File: src/rtl/zrl_pkg.sv
package zrl_pkg;
  parameter int RUN_W    = 5;
  parameter int LVL_W    = 16;
  parameter int PAIR_W   = RUN_W + LVL_W;
  parameter int PAIRS    = 3;
  parameter int BODY_W   = PAIRS * PAIR_W;
  parameter int WORD_W   = BODY_W + 1;
  parameter int SLOT_W   = $clog2(PAIRS);
  parameter int RUN_MAX  = (1 << RUN_W) - 1;

  typedef logic [PAIR_W-1:0] pair_t;

  function automatic pair_t pack_pair(logic [RUN_W-1:0] r, logic [LVL_W-1:0] l);
    return {l, r};
  endfunction

  function automatic logic [RUN_W-1:0] pair_run(pair_t p);
    return p[RUN_W-1:0];
  endfunction

  function automatic logic [LVL_W-1:0] pair_lvl(pair_t p);
    return p[PAIR_W-1:RUN_W];
  endfunction

  function automatic pair_t pick_pair(logic [BODY_W-1:0] body, int k);
    if (k >= PAIRS) return '0;
    return body[k*PAIR_W +: PAIR_W];
  endfunction
endpackage

File: src/rtl/zrl_pack.sv
module zrl_pack
  import zrl_pkg::*;
(
  input  logic              clk,
  input  logic              rst_n,
  input  logic              in_valid,
  output logic              in_ready,
  input  logic [LVL_W-1:0]  in_data,
  input  logic              in_last,
  output logic              out_valid,
  input  logic              out_ready,
  output logic [WORD_W-1:0] out_data
);
  logic [RUN_W-1:0]  run_q;
  logic [SLOT_W-1:0] slot_q;
  logic [BODY_W-1:0] asm_q, asm_next;
  logic              tail_q;
  logic              wv_q;
  logic [WORD_W-1:0] wd_q;

  // named events for the checks below
  logic              out_free, acc, is_zero, at_max;
  logic              emit, set_tail, count_up, p_final, word_done, final_done;
  logic [RUN_W-1:0]  p_run;
  logic [LVL_W-1:0]  p_lvl;

  assign out_free   = !wv_q || out_ready;
  assign in_ready   = out_free && !tail_q;
  assign acc        = in_valid && in_ready;
  assign is_zero    = (in_data == '0);
  assign at_max     = (run_q == RUN_W'(RUN_MAX));
  assign out_valid  = wv_q;
  assign out_data   = wd_q;

  always_comb begin
    emit     = 1'b0;
    set_tail = 1'b0;
    count_up = 1'b0;
    p_run    = '0;
    p_lvl    = '0;
    p_final  = 1'b0;
    if (tail_q) begin
      emit    = out_free;
      p_run   = RUN_W'(1);
      p_final = 1'b1;
    end else if (acc) begin
      if (!is_zero) begin
        emit    = 1'b1;
        p_run   = run_q;
        p_lvl   = in_data;
        p_final = in_last;
      end else if (in_last) begin
        emit = 1'b1;
        if (at_max) begin
          p_run    = RUN_W'(RUN_MAX - 1);
          set_tail = 1'b1;
        end else begin
          p_run   = run_q + RUN_W'(1);
          p_final = 1'b1;
        end
      end else if (at_max) begin
        emit  = 1'b1;
        p_run = run_q;
      end else begin
        count_up = 1'b1;
      end
    end
  end

  always_comb begin
    asm_next = asm_q;
    for (int k = 0; k < PAIRS; k++) begin
      if (slot_q == SLOT_W'(k)) asm_next[k*PAIR_W +: PAIR_W] = pack_pair(p_run, p_lvl);
    end
  end

  assign word_done  = emit && (p_final || slot_q == SLOT_W'(PAIRS - 1));
  assign final_done = word_done && p_final;

  always_ff @(posedge clk) begin
    if (!rst_n) begin
      run_q  <= '0;
      slot_q <= '0;
      asm_q  <= '0;
      tail_q <= 1'b0;
      wv_q   <= 1'b0;
      wd_q   <= '0;
    end else begin
      if (emit)          run_q <= '0;
      else if (count_up) run_q <= run_q + RUN_W'(1);

      if (set_tail)              tail_q <= 1'b1;
      else if (tail_q && emit)   tail_q <= 1'b0;

      if (word_done) begin
        wv_q   <= 1'b1;
        wd_q   <= {p_final, asm_next};
        asm_q  <= '0;
        slot_q <= '0;
      end else begin
        if (emit) begin
          asm_q  <= asm_next;
          slot_q <= slot_q + SLOT_W'(1);
        end
        if (out_ready) wv_q <= 1'b0;
      end
    end
  end

  AST_PACK_HOLD: assert property (@(posedge clk) disable iff (!rst_n)
    wv_q && !out_ready |=> wv_q && $stable(wd_q));
  AST_PACK_FULL_WORD: assert property (@(posedge clk) disable iff (!rst_n)
    wv_q && !wd_q[WORD_W-1] |-> pick_pair(wd_q[BODY_W-1:0], 0) != '0 &&
      pick_pair(wd_q[BODY_W-1:0], 1) != '0 && pick_pair(wd_q[BODY_W-1:0], 2) != '0);
  AST_PACK_FINAL_NONEMPTY: assert property (@(posedge clk) disable iff (!rst_n)
    wv_q && wd_q[WORD_W-1] |-> pick_pair(wd_q[BODY_W-1:0], 0) != '0);
  AST_PACK_RESTART: assert property (@(posedge clk) disable iff (!rst_n)
    final_done |=> run_q == '0 && slot_q == '0 && !tail_q);
endmodule

File: src/rtl/zrl_unpack.sv
module zrl_unpack
  import zrl_pkg::*;
(
  input  logic              clk,
  input  logic              rst_n,
  input  logic              in_valid,
  output logic              in_ready,
  input  logic [WORD_W-1:0] in_data,
  output logic              out_valid,
  input  logic              out_ready,
  output logic [LVL_W-1:0]  out_data,
  output logic              out_last
);
  logic              busy_q;
  logic [WORD_W-1:0] word_q;
  logic [SLOT_W-1:0] slot_q;
  logic [RUN_W-1:0]  zcnt_q;

  // named events for the checks below
  pair_t             cur;
  logic [RUN_W-1:0]  cur_run;
  logic [LVL_W-1:0]  cur_lvl;
  logic              last_slot, next_empty, is_final, drop;
  logic              zero_phase, last_zero, fire, skip, step, word_end, take;

  assign cur        = pick_pair(word_q[BODY_W-1:0], int'(slot_q));
  assign cur_run    = pair_run(cur);
  assign cur_lvl    = pair_lvl(cur);
  assign last_slot  = (slot_q == SLOT_W'(PAIRS - 1));
  assign next_empty = last_slot || (pick_pair(word_q[BODY_W-1:0], int'(slot_q) + 1) == '0);
  assign is_final   = word_q[WORD_W-1] && next_empty;
  assign drop       = is_final && (cur_lvl == '0);
  assign zero_phase = (zcnt_q < cur_run);
  assign last_zero  = zero_phase && (zcnt_q == cur_run - RUN_W'(1));

  assign out_valid  = busy_q && (zero_phase || !drop);
  assign out_data   = zero_phase ? '0 : cur_lvl;
  assign out_last   = is_final && (zero_phase ? (drop && last_zero) : 1'b1);
  assign in_ready   = !busy_q;

  assign fire     = out_valid && out_ready;
  assign skip     = busy_q && !zero_phase && drop;
  assign step     = (fire && (!zero_phase || (drop && last_zero))) || skip;
  assign word_end = step && (is_final || last_slot);
  assign take     = in_valid && in_ready;

  always_ff @(posedge clk) begin
    if (!rst_n) begin
      busy_q <= 1'b0;
      word_q <= '0;
      slot_q <= '0;
      zcnt_q <= '0;
    end else if (take) begin
      busy_q <= 1'b1;
      word_q <= in_data;
      slot_q <= '0;
      zcnt_q <= '0;
    end else if (step) begin
      zcnt_q <= '0;
      if (word_end) busy_q <= 1'b0;
      else          slot_q <= slot_q + SLOT_W'(1);
    end else if (fire) begin
      zcnt_q <= zcnt_q + RUN_W'(1);
    end
  end

  AST_UNPACK_HOLD: assert property (@(posedge clk) disable iff (!rst_n)
    out_valid && !out_ready |=> out_valid && $stable(out_data) && $stable(out_last));
  AST_UNPACK_LAST_ENDS: assert property (@(posedge clk) disable iff (!rst_n)
    fire && out_last |=> !out_valid);
  AST_UNPACK_WORD_DONE_FREE: assert property (@(posedge clk) disable iff (!rst_n)
    word_end |=> in_ready);
endmodule

File: src/rtl/zrl_codec.sv
module zrl_codec
  import zrl_pkg::*;
(
  input  logic              clk,
  input  logic              rst_n,
  input  logic              enc_valid,
  output logic              enc_ready,
  input  logic [LVL_W-1:0]  enc_data,
  input  logic              enc_last,
  output logic              wout_valid,
  input  logic              wout_ready,
  output logic [WORD_W-1:0] wout_data,
  input  logic              win_valid,
  output logic              win_ready,
  input  logic [WORD_W-1:0] win_data,
  output logic              dec_valid,
  input  logic              dec_ready,
  output logic [LVL_W-1:0]  dec_data,
  output logic              dec_last
);
  zrl_pack i_pack (
    .clk       (clk),
    .rst_n     (rst_n),
    .in_valid  (enc_valid),
    .in_ready  (enc_ready),
    .in_data   (enc_data),
    .in_last   (enc_last),
    .out_valid (wout_valid),
    .out_ready (wout_ready),
    .out_data  (wout_data)
  );

  zrl_unpack i_unpack (
    .clk       (clk),
    .rst_n     (rst_n),
    .in_valid  (win_valid),
    .in_ready  (win_ready),
    .in_data   (win_data),
    .out_valid (dec_valid),
    .out_ready (dec_ready),
    .out_data  (dec_data),
    .out_last  (dec_last)
  );
endmodule

File: config.mk
export PLATFORM = sky130hd
export DESIGN_NAME = zrl_codec
export DESIGN_NICKNAME = d
export VERILOG_FILES = /design/src/rtl/zrl_pkg.sv /design/src/rtl/zrl_pack.sv /design/src/rtl/zrl_unpack.sv /design/src/rtl/zrl_codec.sv
export SDC_FILE = /design/constraint.sdc
export NUM_CORES = 1
export LEC_CHECK = 0
export ABC_AREA = 1
export BUFFER_PORTS_ARGS = -buffer_cell sky130_fd_sc_hd__clkbuf_2
export CAP_MARGIN = 15
export CORE_MARGIN = 5
export CORE_UTILIZATION = 52
export DETAILED_ROUTE_END_ITERATION = 12
export PLACE_DENSITY = 0.87
export RECOVER_POWER = 100
export SYNTH_ARGS = -nofsm -noshare
export SYNTH_HDL_FRONTEND = slang
export SYNTH_SLANG_ARGS = --single-unit
File: constraint.sdc
create_clock -name clk -period 2.8 [get_ports clk]
set_input_delay 0.28 -clock clk [delete_from_list [all_inputs] [get_ports clk]]
set_output_delay 0.28 -clock clk [all_outputs]
set_load 0.01 [all_outputs]
# --- Word-level counts from Yosys, hierarchy flattened ---
# Index checks and enable logic that the tools add are counted.
totals:
  in_bits: 87
  rom_bits: 0
  ram_bits: 0
  memories: 0
  register_bits: 208
  latchBits: 0
  out_inout_bits: 85
  wordCells: 117
classes:
  n_lt_le_gt_ge: 3
  n_mux: 45
  bitwise_logic: 2
  div: 0
  n_reduce_logical: 42
  eq_ne: 5
  shifts: 2
  multipliers: 2
  addsub: 6
ops:
  columns: ["cell", "count"]
  rows:
  - ["2-to-1 mux 21 bit", 7]
  - ["variable part select 63 x 32 -> 21 bit", 2]
  - ["2-to-1 mux 16 bit", 4]
  - ["greater-or-equal comparator 32 x 3 -> 1 bit (second input constant)", 1]
  - ["zero test 16 bit", 2]
  - ["multiplier 32 x 6 -> 32 bit (second input constant)", 1]
  - ["2-to-1 mux 5 bit", 6]
  - ["2-to-1 mux 1 bit", 28]
  - ["zero test 21 bit", 1]
  - ["logical AND 1 bit", 16]
  - ["adder 5 x 1 -> 5 bit (second input constant)", 2]
  - ["nonzero test 2 bit", 4]
  - ["logical OR 1 bit", 7]
  - ["multiplier 2 x 5 -> 7 bit (second input constant)", 1]
  - ["OR reduction 2 bit", 3]
  - ["equality test 5 bit", 1]
  - ["equality test 5 bit (second input constant)", 1]
  - ["zero test 1 bit", 5]
  - ["< comparator 5 bit", 1]
  - ["subtractor 5 x 1 -> 5 bit (second input constant)", 1]
  - ["adder 2 x 1 -> 2 bit (second input constant)", 2]
  - ["equality test 2 bit (second input constant)", 2]
  - ["AND reduction 2 bit", 2]
  - ["adder 2 x 1 -> 3 bit (second input constant)", 1]
  - ["5 further kinds", 6]

# --- Longest topological paths before layout ---
# Gate-level depths: netlist of the first run.
logic_depth:
  ltp_word: 18
  mapped_depth: 27
  ltp_nobuf: 23

# --- Hierarchy ---
# Synthesis of the first run repeated with hierarchy kept, for this count alone.
unflattened:
  cells_unflattened: 1456
  area_unflattened_um2: 9844.4
by_module_without_submodules:
  columns: ["module", "cells_each", "instances", "area_per_inst_um2", "seq_area_each_um2"]
  rows:
  - ["zrl_pack", 866, 1, 6023.3, 2722.6]
  - ["zrl_unpack", 590, 1, 3821.2, 1441.4]

# --- Least setup slack after synthesis of the first run ---
# No wires, ideal clock.
synth_timing:
  kind: "register to output"
  startpoint: "register i_unpack.slot_q[1]"
  endpoint: "output port dec_last"
  setup_slack_ns: -0.256
  required_ns: 2.520
  path_stages_with_launch: 16
  path_buffers: 1
  arrival_ns: 2.776
  path_cell_list: "dfxtp_1 -> ha_1 -> buf_2 -> o21ai_0 -> nand2_1 -> ha_1 -> nand2_1 -> inv_1 -> o21ai_0 -> nand2_1 -> a41oi_1 -> inv_1 -> nor2_1 -> nand4_1 -> nand2_1 -> and3_1"
synth_between:
  elab_chain_cells: 11
  word_cells_on_any_way: 24
  classes_between: "add/sub: 2; mul: 2; order compare: 3; eq/ne: 2; shift: 2; mux: 5; reduce/logical: 8"
synth_rtl:
  columns: ["item", "line", "text"]
  rows:
  - ["start: declaration", "zrl_unpack.sv:16", "logic [SLOT_W-1:0] slot_q;"]
  - ["start signal: assignment", "zrl_unpack.sv:61", "else slot_q <= slot_q + SLOT_W'(1);"]
  - ["adder 2 x 1 -> 3 bit", "zrl_unpack.sv:30", "assign next_empty = last_slot || (pick_pair(word_q[BODY_W-1:0], int'(slot_q) + 1) == '0);"]
  - ["multiplier 32 x 6 -> 32 bit or greater-or-equal comparator 32 x 3 -> 1 bit (tied branches)", "zrl_pkg.sv:27, zrl_pkg.sv:26", null]
  - ["variable part select 63 x 32 -> 21 bit or 2-to-1 mux 1 bit (tied branches)", "zrl_pkg.sv:27, zrl_pkg.sv:26", null]
  - ["2-to-1 mux 21 bit", "zrl_pkg.sv:27", "return body[k*PAIR_W +: PAIR_W];"]
  - ["zero test 21 bit", "zrl_unpack.sv:30", null]
  - ["logical OR 1 bit", "zrl_unpack.sv:30", null]
  - ["logical AND 1 bit", "zrl_unpack.sv:31", "assign is_final = word_q[WORD_W-1] && next_empty;"]
  - ["logical AND 1 bit", "zrl_unpack.sv:32", "assign drop = is_final && (cur_lvl == '0);"]
  - ["logical AND 1 bit", "zrl_unpack.sv:38", "assign out_last = is_final && (zero_phase ? (drop && last_zero) : 1'b1);"]
  - ["2-to-1 mux 1 bit", "zrl_unpack.sv:38", null]
  - ["logical AND 1 bit *", "zrl_unpack.sv:38", null]
  - ["end: declaration", "zrl_codec.sv:19", "output logic dec_last"]
# Mark *: on every way between the ends. The rest lies on a longest branch, timed or not.

# --- Worst setup path in the final report of the first run ---
layout_timing:
  startpoint: "register i_unpack.slot_q[0]"
  endpoint: "output port dec_last"
# The elaborated chain is that of the path after synthesis.

==> results of run 1 <==
placed cells by master (no fill, tap or decap), drive strengths merged, types with 18 or more instances in the layout:
cell / count
nand2: 327
nor2: 306
clkbuf: 213
dfxtp: 208
o21ai: 180
inv: 147
a21oi: 130
buf: 107
nand3: 73
o21a: 47
ha: 18
worst paths after layout:
| path | end | startpoint | slack, ns | depth (start not counted) |
|---|---|---|---|---|
| setup / recovery | dec_last | i_unpack.slot_q[0]$_SDFFE_PP0P_ | -0.62 | 16 |
| hold / removal | i_unpack.word_q[8]$_SDFFE_PN0P_ | win_data[8] | 0.01 | 3 |
| setup reg to reg | i_unpack.slot_q[0]$_SDFFE_PP0P_ | i_unpack.slot_q[0]$_SDFFE_PP0P_ | -0.56 | 23 |
| hold reg to reg | i_pack.out_data[22]$_SDFFE_PN0P_ | i_pack.out_data[22]$_SDFFE_PN0P_ | 0.45 | 2 |
registers in the layout (all words and copies together) (netlist names):
| register | cells |
|---|---|
| i_pack.out_data | 64 |
| i_unpack.word_q | 64 |
| i_pack.asm_q | 63 |
| i_pack.run_q | 5 |
| i_unpack.zcnt_q | 5 |
| i_pack.slot_q | 2 |
| i_unpack.slot_q | 2 |
| i_pack.out_valid | 1 |
| i_pack.tail_q | 1 |
| i_unpack.busy_q | 1 |
logic make-up (layout without fill, tap and decap cells):
| family | count (synthesis) | in the layout | share of synthesized area, % |
|---|---|---|---|
| AOI/OAI and AO/OA | 389 | 389 | 20.1 |
| buffers and inverters | 245 | 485 | 10.6 |
| adders and majority gates | 18 | 18 | 2.09 |
| and+or+nand+nor | 742 | 743 | 27.9 |
| DFF | 208 | 208 | 38.6 |
| xor gates and xnor gates | 9 | 9 | 0.731 |
through the flow:
step	hold slack, ns	setup WS [ns]	TNS, ns
2_1_floorplan	0.424	0.00374	0
3_3_place_gp	0.430	-0.120	-0.354
3_5_place_dp	0.439	-0.187	-1.15
4_1_cts	0.000765	-0.530	-6.10
5_1_grt	0.0293	-0.753	-38.95
6_report	0.0142	-0.615	-11.76
what timing repair did:
| item | in CTS | in global routing |
|---|---|---|
| hold buffers | 12 | 0 |
| cloned | 0 | 4 |
| endpoints found under the hold margin | 12 | 0 |
| setup endpoints to repair | 39 | 153 |
| setup buffers | 13 | 10 |
| pin swaps | 13 | 23 |
| resized for setup | 35 | 58 |
per-layer routing:
layer,track usage [%],up-vias,wire length (um),share of wire (%)
met1,37.2,5447,14800,40
met2,48.2,617,17400,47
met5,0,-,0,0
met3,5.06,122,3300,8.9
met4,12.2,0,1730,4.7
li1,-,5661,-,-
synthesized netlist by cell type (2+ instances only):
| library cell | n | area share (%) |
|---|---|---|
| nand2_1 | 323 | 11 |
| nor2_1 | 301 | 10 |
| dfxtp_1 | 208 | 39 |
| inv_1 | 136 | 4.7 |
| a21oi_1 | 130 | 6.0 |
| o21ai_0 | 124 | 5.8 |
| nand3_1 | 72 | 3.3 |
| o21ai_1 | 55 | 2.6 |
| clkbuf_1 | 53 | 1.8 |
| o21a_1 | 47 | 3.3 |
| buf_6 | 21 | 2.2 |
| ha_1 | 18 | 2.1 |
| nand4_1 | 17 | 0.99 |
| o211ai_1 | 13 | 0.91 |
| buf_2 | 12 | 0.56 |
| inv_2 | 10 | 0.35 |
| xor2_1 | 9 | 0.73 |
| buf_4 | 8 | 0.56 |
| or2_2 | 7 | 0.41 |
| nor3_1 | 5 | 0.23 |
| a32oi_1 | 3 | 0.24 |
| nand2_2 | 3 | 0.17 |
| nor4_1 | 3 | 0.17 |
| a211oi_1 | 2 | 0.14 |
| a2bb2oi_1 | 2 | 0.16 |
| a31oi_1 | 2 | 0.12 |
| clkbuf_2 | 2 | 0.093 |
| nor2_2 | 2 | 0.12 |
| nor2_4 | 2 | 0.21 |
| or2_1 | 2 | 0.12 |
area by class of cell:
cell class | instances | area (sq um)
sequential | 208 | 4170
clock buffer | 35 | 691
tap | 270 | 338
timing repair buffer | 297 | 1970
clock inverter | 6 | 100
multi-input combinational | 1159 | 5720
inverter | 147 | 567
fill | 1716 | 6740
worst max-delay path, delay by kind of cell (launching register included):
family                     cells  cell delay [ns]
buffers and inverters          4             0.46
adders and majority gates      1             0.31
AOI/OAI and AO/OA              2             0.26
DFF                            1             0.38
and+or+nand+nor                9             1.19
power by group:
group	internal, mW	total, mW	switching (mW)
Clock	1.89	3.15	1.26
Combinational	0.557	1.42	0.858
Sequential	3.08	3.18	0.0976
==> flow_summary.toml, run 1 <==
[critical_path]
path_max_fanout = 19
crit_type = "flop to output pin"
path_cells = "buf_6, nand2_1, nand3_1, nand3_2, ha_1, nand2_1, inv_1, o21ai_1, nand2_1, a41oi_4, inv_1, nor2_2, nand4_1, nand2_1, and3_4, buf_8"
required_ns = 2.52
cp_common_cell = "nand2_1"
cpMaxStageDelayCell = "dfxtp_4"
crit_arrival_ns = 3.14
start_kind = "flop"
cp-end-kind = "output pin"
cp_slowest_stage_delay_ns = 0.38

[clock_tree]
cts_max_level = 1
cts-buffers-inserted = 23
clk_pin_slew_ns = 0.07
cts.sinks = 208
clock_latency_ns = 0.54
cts_tree = "done"
root_buffer = "clkbuf_16"
clock_path_buffers = 3

[sta]
fin_crit_ns = 3.42
slew_headroom_pct = -3.39
finalHoldViolations = 0
grt_setup_unrepaired = "yes"
setup_violations = 100
finalWorstSetupSlack_ns = -0.615
max_slew.worst_pin.slew_ns = 1.55
max_freq_mhz = 293
slew_viol_final = 57
finalCritPeriodShare_pct = 122
clock_skew_ns = 0.0125

[status]
violations = "max-capacitance violations, max-slew violations, negative setup slack"
status = "finished, violations left"

[logic_synthesis]
synthArstFlopShare_pct = 0
yosysSeqAreaShare_pct = 38.6
synth_cells = 1611
synth_cell_type_count = 49
synth_seq_cells = 208
synth_flop_cell = "dfxtp_1"
syn_area_per_cell_sq_um = 6.69
syn-num-nets = 1716
synth.cell_area_sq_um = 10800
yosys_warnings = 0
synth_edf_count = 0

[floorplanning]
floorplan.initialDensity_pct = 53.1
core_area_sq_um = 20300
die_w_um = 154
rows = 52
pin_count = 172
dieArea_sq_um = 23700
die_h_um = 154

[placed_design]
place_inst = 2042
globalplace.congestion = 0.989
dp_hpwl_mm = 25.6
dpl_cell_area_sq_um = 12200
io_buffers = 171

[finish]
nets = 1941
fin_cells = 2122
drive_gt1_share_pct = 17.8
final_util_pct = 66.8
diodes = 0
stdcell_area_sq_um = 13600
area_growth_syn_to_layout_pct = 25.8

[drt]
routed_wl_mm = 37.2
routed_via_density = 5.58
via_count = 11800
first_pass_iters = 7
antenna_left = 0
drt-initial-drc-count = 1139
wire_per_inst_um = 17.5
drc_errors = 0

[grt]
grt_pass1_vias = 11300
overflow = 0
grt_start_max_net_pins = 79
grt_pass1_wl_mm = 57.4
grt_usage_pct = 29.0
antenna_found_initial = 0

[power_and_ir_drop]
p_per_area_nw_per_um2 = 572
power_mw = 7.75
ir_drop_mv = 0.552
total_leakage_power_nw = 5.88

[job]
drv_cap = 1

[worst_hold_path]
hp-class = "input pin to flop"
(Power assumes the default switching activity.)
==> run 2: changes to the inputs <==
--- a/config.mk
+++ b/config.mk
@@ -9,10 +9,11 @@
 export BUFFER_PORTS_ARGS = -buffer_cell sky130_fd_sc_hd__clkbuf_2
 export CAP_MARGIN = 15
 export CORE_MARGIN = 5
-export CORE_UTILIZATION = 52
+export CORE_UTILIZATION = 55
 export DETAILED_ROUTE_END_ITERATION = 12
-export PLACE_DENSITY = 0.87
+export PLACE_DENSITY = 0.88
 export RECOVER_POWER = 100
+export SKIP_LAST_GASP = 1
 export SYNTH_ARGS = -nofsm -noshare
 export SYNTH_HDL_FRONTEND = slang
 export SYNTH_SLANG_ARGS = --single-unit
==> constraint.sdc (replaced) <==
create_clock -name clk -period 4 [get_ports clk]
set_input_delay 0.4 -clock clk [delete_from_list [all_inputs] [get_ports clk]]
set_output_delay 0.4 -clock clk [all_outputs]
set_load 0.01 [all_outputs]
==> flow_summary.toml, run 2 (same netlist as run 1, synthesis figures left out) <==
[drt]
routed_via_density = 5.50
antenna_left = 0
via_count = 11100
first_pass_iters = 6
drc_errors = 0
wire_per_inst_um = 16.2
drt-initial-drc-count = 1007
routed_wl_mm = 32.5

[placed_design]
dpl_cell_area_sq_um = 11600
io_buffers = 171
dp_hpwl_mm = 23.3
globalplace.congestion = 1.03
place_inst = 1972

[grt]
grt_start_max_net_pins = 78
met3_usage_pct = 4.30
busiest_layer = "met2"
grt_pass1_wl_mm = 53.1
grt_use_met1_pct = 37.7
use_met2_pct = 46.1
antenna_found_initial = 0
overflow = 0
grt_usage_pct = 28.7
grt_pass1_vias = 10800

[clock_tree]
clk_pin_slew_ns = 0.06
root_buffer = "clkbuf_16"
cts_max_level = 1
cts-buffers-inserted = 23
clock_latency_ns = 0.52
clock_path_buffers = 3
cts.sinks = 208
hold_buffers = 0
cts_tree = "done"

[floorplanning]
die_w_um = 150
die_h_um = 150
rows = 51
core_area_sq_um = 19400
floorplan.initialDensity_pct = 55.6
pin_count = 172
dieArea_sq_um = 22500

[power_and_ir_drop]
ir_drop_mv = 0.289
p_seq_share_pct = 43.6
p_switching_mw = 1.42
p_clk_share_pct = 41.3
p_int_mw = 3.68
p_per_area_nw_per_um2 = 415
total_leakage_power_nw = 5.25
combPwrFrac_pct = 15.1
switching_share_pct = 27.9

[sta]
slew_viol_final = 56
finalSetupTns_ns = 0
setup_violations = 0
max_slew.worst_pin.slew_ns = 1.94
finalCritPeriodShare_pct = 95.0
fin_crit_ns = 3.80
clock_skew_ns = 0.0225
max_freq_mhz = 263
grt_setup_unrepaired = "no"
slew_headroom_pct = -29.2
finalHoldViolations = 0

[finish]
stdcell_area_sq_um = 12300
diodes = 0
final.fill_count = 1768
nets = 1837
drive_gt1_share_pct = 10.3
mostFrequentLayoutCells = "nand2_1 (323), nor2_1 (301), dfxtp_1 (207), o21ai_0 (172), inv_1 (137)"
fin_cells = 2014
area_growth_syn_to_layout_pct = 13.9
layout_commonest_cell = "nand2_1"

[critical_path]
required_ns = 3.60
crit_type = "flop to output pin"
cp_common_cell = "nand2_1"
path_cells = "ha_1, inv_4, nand3_1, o21ai_0, nand2_1, ha_1, nand2_1, inv_1, o21ai_0, nand2_1, a41oi_2, inv_1, nor2_1, nand4_1, nand2_1, and3_1, clkbuf_2"
path_max_fanout = 14
start_kind = "flop"
cpMaxStageDelayCell = "dfxtp_2"
crit_arrival_ns = 3.40
regToRegSetupSlack_ns = 0.37
cp_slowest_stage_delay_ns = 0.36
cp-end-kind = "output pin"

[status]
status = "finished, violations left"
violations = "max-capacitance violations, max-slew violations"

[job]
drv_cap = 1

[worst_hold_path]
hp-class = "input pin to flop"
==> run 2: changes by cell type in the layout (fill, tap and decap cells not counted), sizes merged <==
cell,delta
clkbuf,-5
clkinv,+3
clkinvlp,-1
nor2,-1
bufinv,-1
dlygate4sd3,-12
buf,-87
inv,+1
==> run 2: area by class of cell <==
type	instances	area [sq um]	share of cell area, %
Timing Repair Buffer	194	963	7.84
Clock buffer	34	697	5.67
Multi-Input combinational cell	1158	5490	44.7
Inverter	147	559	4.55
Sequential cell	208	4170	33.9
Tap cell	265	332	2.70
Clock inverter	8	71.3	0.581
==> run 2: timing repair <==
| action | 4_1_cts | 5_1_grt |
|---|---|---|
| endpoints found under the hold margin | 0 | 0 |
| setup endpoints to repair | 0 | 2 |
| setup buffers | 0 | 0 |
| resized for setup | 0 | 13 |
==> run 2: worst paths after layout <==
kind | startpoint | end | cells after the start
worst max-delay path | i_unpack.slot_q[0]$_SDFFE_PP0P_ | dec_last | 17
worst min-delay path | win_data[0] | i_unpack.word_q[0]$_SDFFE_PN0P_ | 3
worst max register to register | i_pack.out_valid$_SDFFE_PN0P_ | i_pack.asm_q[25]$_SDFFE_PP0P_ | 14
worst min register to register | i_pack.out_data[22]$_SDFFE_PN0P_ | i_pack.out_data[22]$_SDFFE_PN0P_ | 2
==> run 2: critical path: cells and delay by family, from the launching register on <==
family / cells / cell delay (ns)
and+or+nand+nor: 8 / 0.97
adders and majority gates: 2 / 0.60
AOI/OAI and AO/OA: 3 / 0.52
buffers and inverters: 4 / 0.41
DFF: 1 / 0.36
==> run 2: power by group through the flow <==
| stage | Combinational (mW) | Sequential, mW | Clock (mW) |
|---|---|---|---|
| 2_1_floorplan | 0.545 | 2.25 | 0 |
| 3_3_place_gp | 0.747 | 2.27 | 0 |
| 3_5_place_dp | 0.756 | 2.27 | 0 |
| 4_1_cts | 0.762 | 2.22 | 2.13 |
| 5_1_grt | 0.861 | 2.23 | 2.23 |
| 6_report | 0.770 | 2.23 | 2.11 |
==> run 2: layer usage <==
metal  routed length (um)  vias to the layer above
li1                     -                     5445
met1                13600                     5004
met2                14600                      519
met3                 2640                      101
met4                 1640                        0
met5                    0                        -
==> run 2: per-stage QoR <==
step,total power [mW],hold slack [ns],setup WS [ns],util (%)
floorplan,2.79,0.424,0.824,-
global placement,3.01,0.432,0.705,59.7
detailed placement,3.02,0.440,0.668,59.7
CTS,5.12,0.125,0.109,63.7
global route,5.33,0.158,0.000552,63.3
finish,5.10,0.131,0.201,63.3
==> run 3: changes to the inputs <==
--- a/config.mk
+++ b/config.mk
@@ -8,6 +8,7 @@
 export ABC_AREA = 1
 export BUFFER_PORTS_ARGS = -buffer_cell sky130_fd_sc_hd__clkbuf_2
 export CAP_MARGIN = 15
+export CORE_ASPECT_RATIO = 0.5
 export CORE_MARGIN = 5
 export CORE_UTILIZATION = 55
 export DETAILED_ROUTE_END_ITERATION = 12
==> flow_summary.toml, run 3 (same netlist as run 1, synthesis figures left out) <==
[critical_path]
start_kind = "flop"
crit_type = "flop to output pin"
required_ns = 3.60
cp_common_cell = "nand2_1"
path_cells = "inv_2, buf_8, nand3_1, o21ai_0, nand2_1, ha_1, nand2_1, inv_1, o21ai_0, nand2_1, a41oi_1, inv_1, nor2_1, nand4_1, nand2_1, and3_1, clkbuf_2"
cp_slowest_stage_delay_ns = 0.41
path_max_fanout = 53
cp_top_family = "simple AND/OR/NAND/NOR gates"
path_buf_inv = 5
cpMaxStageDelayCell = "dfxtp_4"
crit_arrival_ns = 3.36
cp-end-kind = "output pin"

[clock_tree]
cts_max_level = 1
cts-buffers-inserted = 20
clock_path_buffers = 3
clock_latency_ns = 0.53
cts.sinks = 208
clk_pin_slew_ns = 0.06
hold_buffers = 0
cts_tree = "done"
root_buffer = "clkbuf_16"

[job]
drv_cap = 2

[floorplanning]
core_area_sq_um = 19400
pin_count = 172
die_w_um = 208
floorplan.initialDensity_pct = 55.7
die_h_um = 109
rows = 36
dieArea_sq_um = 22700

[grt]
antenna_found_initial = 0
grt_start_max_net_pins = 78
grt_pass1_wl_mm = 50.4
grt_pass1_vias = 10100
grt_usage_pct = 26.8
overflow = 0

[drt]
routed_via_density = 5.40
via_count = 10900
drc_errors = 0
routed_wl_mm = 31.4
first_pass_iters = 6
drt-initial-drc-count = 924
wire_per_inst_um = 15.6
antenna_left = 0

[finish]
mostFrequentLayoutCells = "nand2_1 (323), nor2_1 (301), dfxtp_1 (206), o21ai_0 (166), inv_1 (137)"
final_util_pct = 62.9
nets = 1835
area_growth_syn_to_layout_pct = 13.0
layout_commonest_cell = "nand2_1"
stdcell_area_sq_um = 12200
final.fill_count = 1808
drive_gt1_share_pct = 10.2
diodes = 0

[sta]
setup_violations = 0
clock_skew_ns = 0.00756
max_slew.worst_pin.slew_ns = 1.65
slew_viol_final = 86
fin_crit_ns = 3.76
slew_headroom_pct = -9.94
max_freq_mhz = 266
holdWs_ns = 0.126
finalHoldViolations = 0
finalCritPeriodShare_pct = 94.1
finalSetupTns_ns = 0

[status]
violations = "max-capacitance violations, max-slew violations"
status = "finished, violations left"

[power_and_ir_drop]
p_per_area_nw_per_um2 = 405
p_clk_share_pct = 39.7
p_int_mw = 3.51
p_switching_mw = 1.42
ir_drop_mv = 0.269
switching_share_pct = 28.8
p_seq_share_pct = 45.0
total_leakage_power_nw = 5.17
combPwrFrac_pct = 15.3

[worst_hold_path]
hp-class = "input pin to flop"

[placed_design]
io_buffers = 171
globalplace.congestion = 0.960
dp_hpwl_mm = 22.3
dpl_cell_area_sq_um = 11600
## run 3: per-stage QoR
step,power (mW),worst slack (ns),instances
after floorplan,2.79,0.824,1611
after global placement,3.00,0.525,1972
after detailed placement,3.01,0.512,1972
after CTS,4.95,0.0211,2008
after global routing,5.16,-0.0443,2010
final,4.94,0.238,2010
## run 3: routing by layer
layer  track usage (%)  routed length, um  vias up
met5                 0                  0        -
met4              7.78                906        0
met3              5.98               2550       66
met2              45.9              14500      425
met1              34.6              13500     4931
li1                  -                  -     5439
## run 3: final timing paths
check / from / end / slack, ns / cells after the start
setup reg to reg: i_pack.run_q[0]$_SDFFE_PP0P_ / i_pack.out_data[6]$_SDFFE_PN0P_ / 0.49 / 17
hold / removal: win_data[41] / i_unpack.word_q[41]$_SDFFE_PN0P_ / 0.13 / 3
hold reg to reg: i_pack.out_data[1]$_SDFFE_PN0P_ / i_pack.out_data[1]$_SDFFE_PN0P_ / 0.45 / 2
setup / recovery: i_unpack.slot_q[0]$_SDFFE_PP0P_ / dec_last / 0.24 / 17
## run 3: area by class of cell
| cell class | count | area, sq um | area share (%) |
|---|---|---|---|
| tap | 266 | 333 | 2.73 |
| clock inverter | 6 | 83.8 | 0.688 |
| clock buffer | 30 | 598 | 4.91 |
| sequential | 208 | 4170 | 34.2 |
| inverter | 147 | 559 | 4.59 |
| timing repair buffer | 195 | 932 | 7.65 |
| multi-input combinational | 1158 | 5510 | 45.2 |
## run 3: timing repair
item / in CTS / in global routing
setup buffers: 0 / 2
setup endpoints to repair: 1 / 2
gates resized for setup: 1 / 17
pin swaps: 0 / 0
cloned: 0 / 0
## run 3: power by group through the flow
stage                     clock [mW]  sequential (mW)  combinational (mW)
after floorplan                    0             2.25               0.545
after global placement             0             2.26               0.740
after detailed placement           0             2.27               0.745
after CTS                       1.98             2.22               0.751
after global routing            2.08             2.23               0.848
final                           1.96             2.22               0.755
## run 3: worst register-to-register path, delay by kind of cell (launching register included)
kind	cells	cell delay, ns
AOI/OAI and AO/OA	1	0.11
buffers and inverters	5	0.85
and+or+nand+nor	9	1.68
DFF	1	0.35
adders and majority gates	2	0.43
